$ cat config.mk
export PLATFORM = sky130hd
export DESIGN_NAME = blk_xfer_seq
export DESIGN_NICKNAME = d
export VERILOG_FILES = /design/src/rtl/blkx_pkg.sv /design/src/rtl/blkx_plan.sv /design/src/rtl/blkx_pick.sv /design/src/rtl/blk_xfer_seq.sv
export SDC_FILE = /design/constraint.sdc
export NUM_CORES = 1
export LEC_CHECK = 0
export BUFFER_PORTS_ARGS = -buffer_cell sky130_fd_sc_hd__buf_4
export CELL_PAD_IN_SITES_DETAIL_PLACEMENT = 0
export CELL_PAD_IN_SITES_GLOBAL_PLACEMENT = 1
export CORE_MARGIN = 3
export CORE_UTILIZATION = 42
export DETAILED_ROUTE_END_ITERATION = 7
export MAX_ROUTING_LAYER = met4
export PLACE_DENSITY_LB_ADDON = 0.1
export SYNTH_ARGS = -nofsm -noshare
export SYNTH_HDL_FRONTEND = slang
export SYNTH_SLANG_ARGS = --single-unit
$ cat constraint.sdc
create_clock -name clk -period 9.25 [get_ports clk]
set_clock_uncertainty 0.15 [all_clocks]
set_input_delay 1.85 -clock clk [delete_from_list [all_inputs] [get_ports clk]]
set_output_delay 1.85 -clock clk [all_outputs]
set_load 0.02 [all_outputs]
$ cat src/rtl/blkx_pkg.sv
// Shared types and helpers for the block transfer address sequencer.
// Assumes the register mask is at most 32 bits wide.
package blkx_pkg;
    typedef enum logic [1:0] {
        ST_IDLE  = 2'd0,
        ST_SETUP = 2'd1,
        ST_BEAT  = 2'd2,
        ST_OVER  = 2'd3
    } seq_state_t;

    // Count set bits of a mask (loop unrolls to an adder tree).
    function automatic int unsigned ones_in(input logic [31:0] m);
        int unsigned c;
        c = 0;
        for (int i = 0; i < 32; i++) c += int'(m[i]);
        return c;
    endfunction
endpackage

$ cat src/rtl/blkx_plan.sv
// Start-of-operation planner: from base, mask and mode it computes the
// full-width first address, its legality, and the truncated writeback value.
// Assumes purely combinational use at the start pulse.
module blkx_plan #(
    parameter int REGS   = 16,
    parameter int DATA_W = 32,
    parameter int ADDR_W = 26
) (
    input  logic [DATA_W-1:0] base,
    input  logic [REGS-1:0]   mask,
    input  logic              dir_up,
    input  logic              pre_step,
    output logic [ADDR_W-1:0] first_addr,
    output logic              first_bad,
    output logic [ADDR_W-1:0] wb_trunc
);
    logic [DATA_W-1:0] span;
    logic [DATA_W-1:0] first_full;
    logic [DATA_W-1:0] wb_full;

    // Span in bytes and the four address modes.
    always_comb begin
        span = DATA_W'(blkx_pkg::ones_in(32'(mask))) << 2;
        if (dir_up) begin
            first_full = pre_step ? base + DATA_W'(4) : base;
            wb_full    = base + span;
        end else begin
            first_full = pre_step ? base - span : base - span + DATA_W'(4);
            wb_full    = base - span;
        end
    end

    // Legality: anything above the addressable range is an exception.
    assign first_bad  = |first_full[DATA_W-1:ADDR_W];
    assign first_addr = first_full[ADDR_W-1:0];
    assign wb_trunc   = wb_full[ADDR_W-1:0];
endmodule

$ cat src/rtl/blkx_pick.sv
// Lowest-set-bit picker: gives a one-hot of the lowest set bit of a mask
// and its binary index. Assumes the caller ignores idx for an empty mask.
module blkx_pick #(
    parameter int REGS = 16,
    localparam int IDX_W = $clog2(REGS)
) (
    input  logic [REGS-1:0]  mask,
    output logic [REGS-1:0]  low_oh,
    output logic [IDX_W-1:0] idx
);
    logic [REGS-1:0] below;

    // Prefix chain: below[i] is set when any lower bit is set.
    for (genvar i = 0; i < REGS; i++) begin : g_chain
        if (i == 0) begin : g_first
            assign below[i] = 1'b0;
        end else begin : g_rest
            assign below[i] = below[i-1] | mask[i-1];
        end
        assign low_oh[i] = mask[i] & ~below[i];
    end

    // Encode the one-hot to a binary index.
    always_comb begin
        idx = '0;
        for (int i = 0; i < REGS; i++)
            if (low_oh[i]) idx = idx | IDX_W'(i);
    end
endmodule

$ cat src/rtl/blk_xfer_seq.sv
// Block transfer address sequencer top. One setup cycle, then one beat per
// set mask bit in ascending register order, plus an optional over-fetch
// beat. Writeback is strobed on the first beat. Start is ignored while busy.
// Assumes the synchronous active-low reset is held for at least one edge.
module blk_xfer_seq #(
    parameter int REGS   = 16,
    parameter int DATA_W = 32,
    parameter int ADDR_W = 26,
    localparam int IDX_W = $clog2(REGS)
) (
    input  logic              clk,
    input  logic              rst_n,
    input  logic              start,
    input  logic [DATA_W-1:0] base,
    input  logic [REGS-1:0]   reg_mask,
    input  logic              dir_up,
    input  logic              pre_step,
    input  logic              wb_en,
    input  logic              force_user,
    input  logic              cop_load,
    input  logic [IDX_W-1:0]  base_reg,
    output logic              busy,
    output logic              done,
    output logic              xfer_valid,
    output logic [ADDR_W-1:0] xfer_addr,
    output logic [IDX_W-1:0]  xfer_reg,
    output logic              xfer_discard,
    output logic              addr_exc,
    output logic              store_new_base,
    output logic              wb_valid,
    output logic [ADDR_W-1:0] wb_value,
    output logic              wb_user_bank
);
    import blkx_pkg::*;

    seq_state_t        state;
    logic [REGS-1:0]   mask_r;
    logic [ADDR_W-1:0] addr_r;
    logic [ADDR_W-1:0] wbv_r;
    logic              bad_r, wb_r, fu_r, cop_r, first_r;
    logic [IDX_W-1:0]  bidx_r;

    logic [ADDR_W-1:0] plan_first, plan_wb;
    logic              plan_bad;
    logic [REGS-1:0]   pick_oh;
    logic [IDX_W-1:0]  pick_idx;
    logic              last_beat;

    blkx_plan #(.REGS(REGS), .DATA_W(DATA_W), .ADDR_W(ADDR_W)) u_plan (
        .base       (base),
        .mask       (reg_mask),
        .dir_up     (dir_up),
        .pre_step   (pre_step),
        .first_addr (plan_first),
        .first_bad  (plan_bad),
        .wb_trunc   (plan_wb)
    );

    blkx_pick #(.REGS(REGS)) u_pick (
        .mask   (mask_r),
        .low_oh (pick_oh),
        .idx    (pick_idx)
    );

    assign last_beat = ((mask_r & ~pick_oh) == '0);

    // Sequencer state, operation capture and per-beat stepping.
    always_ff @(posedge clk) begin
        if (!rst_n) begin
            state   <= ST_IDLE;
            mask_r  <= '0;
            addr_r  <= '0;
            wbv_r   <= '0;
            bad_r   <= 1'b0;
            wb_r    <= 1'b0;
            fu_r    <= 1'b0;
            cop_r   <= 1'b0;
            first_r <= 1'b0;
            bidx_r  <= '0;
        end else begin
            unique case (state)
                ST_IDLE: if (start) begin
                    state   <= ST_SETUP;
                    mask_r  <= reg_mask;
                    addr_r  <= plan_first;
                    wbv_r   <= plan_wb;
                    bad_r   <= plan_bad;
                    wb_r    <= wb_en;
                    fu_r    <= force_user;
                    cop_r   <= cop_load;
                    bidx_r  <= base_reg;
                    first_r <= 1'b1;
                end
                ST_SETUP: state <= (mask_r == '0) ? ST_IDLE : ST_BEAT;
                ST_BEAT: begin
                    mask_r  <= mask_r & ~pick_oh;
                    addr_r  <= addr_r + ADDR_W'(4);
                    first_r <= 1'b0;
                    if (last_beat) state <= cop_r ? ST_OVER : ST_IDLE;
                end
                ST_OVER: state <= ST_IDLE;
                default: state <= ST_IDLE;
            endcase
        end
    end

    // Port decode from the registered state.
    always_comb begin
        busy           = (state != ST_IDLE);
        xfer_valid     = (state == ST_BEAT) || (state == ST_OVER);
        xfer_discard   = (state == ST_OVER);
        xfer_addr      = addr_r;
        xfer_reg       = (state == ST_BEAT) ? pick_idx : '0;
        addr_exc       = (state == ST_BEAT) && first_r && bad_r;
        wb_valid       = (state == ST_BEAT) && first_r && wb_r;
        wb_value       = wbv_r;
        wb_user_bank   = wb_valid && fu_r;
        store_new_base = (state == ST_BEAT) && wb_r && !first_r && (pick_idx == bidx_r);
        done           = ((state == ST_SETUP) && (mask_r == '0))
                       || ((state == ST_BEAT) && last_beat && !cop_r)
                       || (state == ST_OVER);
    end

    // an exception appears on one beat only, never a discard beat.
    p_exc_once_r2: assert property (@(posedge clk) disable iff (!rst_n)
        addr_exc |=> !addr_exc);
    p_exc_real_beat_r1: assert property (@(posedge clk) disable iff (!rst_n)
        addr_exc |-> (xfer_valid && !xfer_discard));
    // consecutive beats of one operation step by one word, wrapping.
    p_addr_step_r3: assert property (@(posedge clk) disable iff (!rst_n)
        (xfer_valid && !done) |=> (xfer_valid && xfer_addr == $past(xfer_addr) + ADDR_W'(4)));
    // writeback lands on the beat right after the setup cycle.
    p_wb_second_cycle_r4: assert property (@(posedge clk) disable iff (!rst_n)
        wb_valid |-> ($past(busy) && !$past(xfer_valid)));
    // register indices strictly rise within an operation.
    p_reg_ascend_r6: assert property (@(posedge clk) disable iff (!rst_n)
        (xfer_valid && !xfer_discard && !done) |=> (xfer_discard || xfer_reg > $past(xfer_reg)));
    // the over-fetch beat is always the final one.
    p_discard_last_r9: assert property (@(posedge clk) disable iff (!rst_n)
        xfer_discard |-> done);
    // user-bank writeback only qualifies a writeback strobe.
    p_user_bank_r8: assert property (@(posedge clk) disable iff (!rst_n)
        wb_user_bank |-> wb_valid);
endmodule

==> key figures <==
STA
  – F_max: 0.115 GHz
  – Slew headroom: 36.2%
  – Final Cycle Share: 94.0%
  – Count of pins over their slew limit: 0
  – TNS Setup: 0 ns
  – Post-layout minimum cycle time: 8.69 ns
  – Final Hold Viols: 0
  – # setup viols final: 0
  – RSZ-0062 raised after global routing: no
  – Pin slew with the least headroom to its limit: 0.957 ns

Finish
  – Commonest non-fill, non-tap cells in the layout: buf_4 (134), nand2_1 (110), nor2_1 (102)
  – Final core utilization: 50.6%
  – Area growth syn-to-layout: 16.7%
  – Commonest non-fill, non-tap cell in the layout: buf_4
  – Share of cells above drive strength 1: 16.7%
  – NumNets Final: 1168
  – Ant diodes: 0

Global routing
  – First-pass GRT wire length: 37400 um
  – Vias in the first global route: 6719
  – Largest net degree at the start of global routing: 72
  – Initial antenna violation count: 0
  – GRT Util Overall: 25.8%
  – GR Overflow Total: 0

Route
  – Total number of vias: 7391
  – Total length of routed wires: 23900 um
  – Initial DRT Pass Iterations: 6
  – Wirelength per Cell: 18.4 um
  – Post-route DRC: 0
  – Initial DRC Count: 511
  – Post-route ant nets: 0
  – Vias per inst: 5.68

Synth
  – EDFF count, synth: 0
  – Flops & latches, synth: 79
  – Most used flip-flop cell after synthesis: dfxtp_1
  – Post-synthesis sequential area ratio: 21.7%
  – Post-synth cell types: 85
  – Post-Syn Nets: 1091
  – Syn Area/Cell: 7.30 um2
  – Post-Syn Area: 0.00730 mm2
  – Yosys warns: 0
  – FFs w/ async S/R, synth: 0%
  – Synthesized instance count: 1000

Power
  – Leak: 0.00336 uW
  – Peak supply drop: 0.000182 V
  – Clock Power Share: 19.7%
  – Fraction of power consumed by sequential logic: 23.8%
  – Cell-internal power: 995 uW
  – P_sw: 819 uW
  – Cell Pwr Density: 213 mW/mm2
  – Switching Share: 45.1%
  – Combinational share of power: 56.5%

Worst setup path
  – Element type at the critical path start: input port
  – Reg2Reg Depth: 10
  – Worst setup path class: in2reg
  – Maximum fanout along the worst path: 7
  – RR Endpoint: state[1]$_SDFFE_PN0P_
  – Arrival @ worst endpoint: 8.73 ns
  – Worst Path Required: 9.29 ns
  – Worst R2R Start: mask_r[1]$_SDFFE_PN0P_
  – Reg2reg setup slack: 6.14 ns
  – Setup crit end kind: register

Clock tree
  – Max clock buf depth: 2
  – Clock Latency Late Sink: 0.34 ns
  – CTS Hold Bufs: 0
  – Clock-pin slew of the registers on the worst-case setup and hold paths: 0.06 ns
  – TritonCTS Buffers: 9
  – TritonCTS clock tree: done
  – Root buf cell: clkbuf_16
  – Number of clock sinks: 79
  – CTS H-Tree Depth: 3

Worst hold path
  – Worst hold path class: reg2reg
  – Sink of the worst hold path: wb_value[4]$_SDFFE_PN0P_
  – HP Start: wb_value[4]$_SDFFE_PN0P_
  – Hold path cells: 2

Floorplanning
  – Core area: 0.0168 mm2
  – Row cnt: 47
  – Io pins: 124
  – Die Span X: 138 um
  – Die area: 0.0190 mm2
  – Starting Density: 43.4%
  – Chip Height: 138 um

Placed design
  – Detailed Place HPWL: 17800 um
  – Routability cong.: 0.914
  – Port bufs: 123

Flow run
  – Max-Cap Viols: 0

Outcome
  – Status: completed
==> through the flow <==
stage | instances | worst slack [ns] | area (um2) | power (uW) | hold WS, ns
final | 1302 | 0.558 | 8520 | 1810 | 0.312
after global routing | 1302 | 0.165 | 8520 | 1960 | 0.333
after CTS | 1302 | 0.383 | 8500 | 1810 | 0.310
after detailed placement | 1286 | 0.0158 | 8210 | 1440 | 0.301
after global placement | 1286 | 0.169 | 8210 | 1430 | 0.294
after floorplan | 1000 | 0.790 | 7300 | 1180 | 0.283
==> worst max-delay path: stages <==
cell and delay, ns:
buf_4 0.12, ha_1 0.28, inv_1 0.07, fa_1 0.44
fa_1 0.51, fa_1 0.54, fa_1 0.43, fa_1 0.46
fa_1 0.55, inv_1 0.11, ha_1 0.30, or2_2 0.35
a2111oi_4 0.47, o21ai_0 0.26, a2111oi_4 0.42, nand2_1 0.15
or4_1 0.52, nor4_1 0.27, mux2_2 0.39, o21ai_0 0.14
o311ai_0 0.13
==> Yosys cell counts (12+ instances only) <==
master    instances  area share (%)
nand4_1          20             1.7
nor4_1           18             1.5
nand2_1         111             5.7
fa_1             12             3.3
xnor2_1          53             6.4
inv_1            43             2.2
a211oi_1         13             1.3
nand3_1          32             2.2
ha_1             19             3.3
nor2b_1          25             2.1
a21oi_1          60             4.1
o21ai_0          67             4.6
a22oi_1          16             1.6
nor2_1          103             5.3
nor3_1           32             2.2
and3_1           15             1.3
xor2_1           27             3.2
dfxtp_1          79              22
a21boi_0         13             1.3
and2_1           16             1.4
clkbuf_1         48             2.5
==> metal layers <==
metal / part of all wire, % / vias up / GRT usage [%]
met2: 44 / 192 / 38.5
met4: 1.6 / 0 / 6.15
li1: - / 3720 / -
met3: 5.6 / 24 / 3.43
met1: 48 / 3455 / 36.9
met5: 0 / - / -
==> how the worst max path moves through the flow <==
| stage | slack [ns] | from | depth (start not counted) | endpoint |
|---|---|---|---|---|
| finish | 0.56 | reg_mask[0] | 21 | xfer_addr[22]$_SDFFE_PN0P_ |
| global route | 0.17 | reg_mask[0] | 22 | xfer_addr[19]$_SDFFE_PN0P_ |
| CTS | 0.38 | reg_mask[0] | 21 | xfer_addr[22]$_SDFFE_PN0P_ |
| detailed placement | 0.02 | reg_mask[0] | 21 | xfer_addr[22]$_SDFFE_PN0P_ |
| global placement | 0.17 | reg_mask[0] | 21 | xfer_addr[22]$_SDFFE_PN0P_ |
| floorplan | 0.79 | reg_mask[0] | 20 | xfer_addr[22]$_SDFFE_PN0P_ |
==> logic make-up (layout without fill, tap and decap cells) <==
family	Yosys count	after routing	synth area share, %
compound gates	250	250	22.4
xor+xnor	80	80	9.60
fa+ha+maj	34	34	6.96
buf+inv	112	194	7.47
flops	79	79	21.7
mux	12	12	1.83
simple gates	433	433	30.0
==> flip-flops by register name, summed over array words and instances (netlist names) <==
register   flops
bidx_r         4
wb_r           1
xfer_addr     26
wb_value      26
bad_r          1
first_r        1
mask_r        16
fu_r           1
cop_r          1
state          2
==> timing repair <==
action                                  in CTS  in global routing
endpoints found under the setup margin       0                  1
setup buffers                                0                  0
gates resized for setup                      0                  1
==> cell type report <==
type / instances / area [um2]
clock inverter: 4 / 28.8
clock buffer: 12 / 267
tap: 220 / 275
multi-input combinational: 809 / 5190
inverter: 44 / 165
timing repair buffer: 134 / 1010
fill: 1784 / 8300
sequential: 79 / 1580
==> power groups by stage <==
stage	clock network, uW	logic [uW]	registers [uW]
final	358	1020	432
after global routing	381	1140	438
after CTS	366	1010	431
after detailed placement	0	1000	439
after global placement	0	996	438
after floorplan	0	709	467
Note: power is estimated with default switching activity, not from simulation.
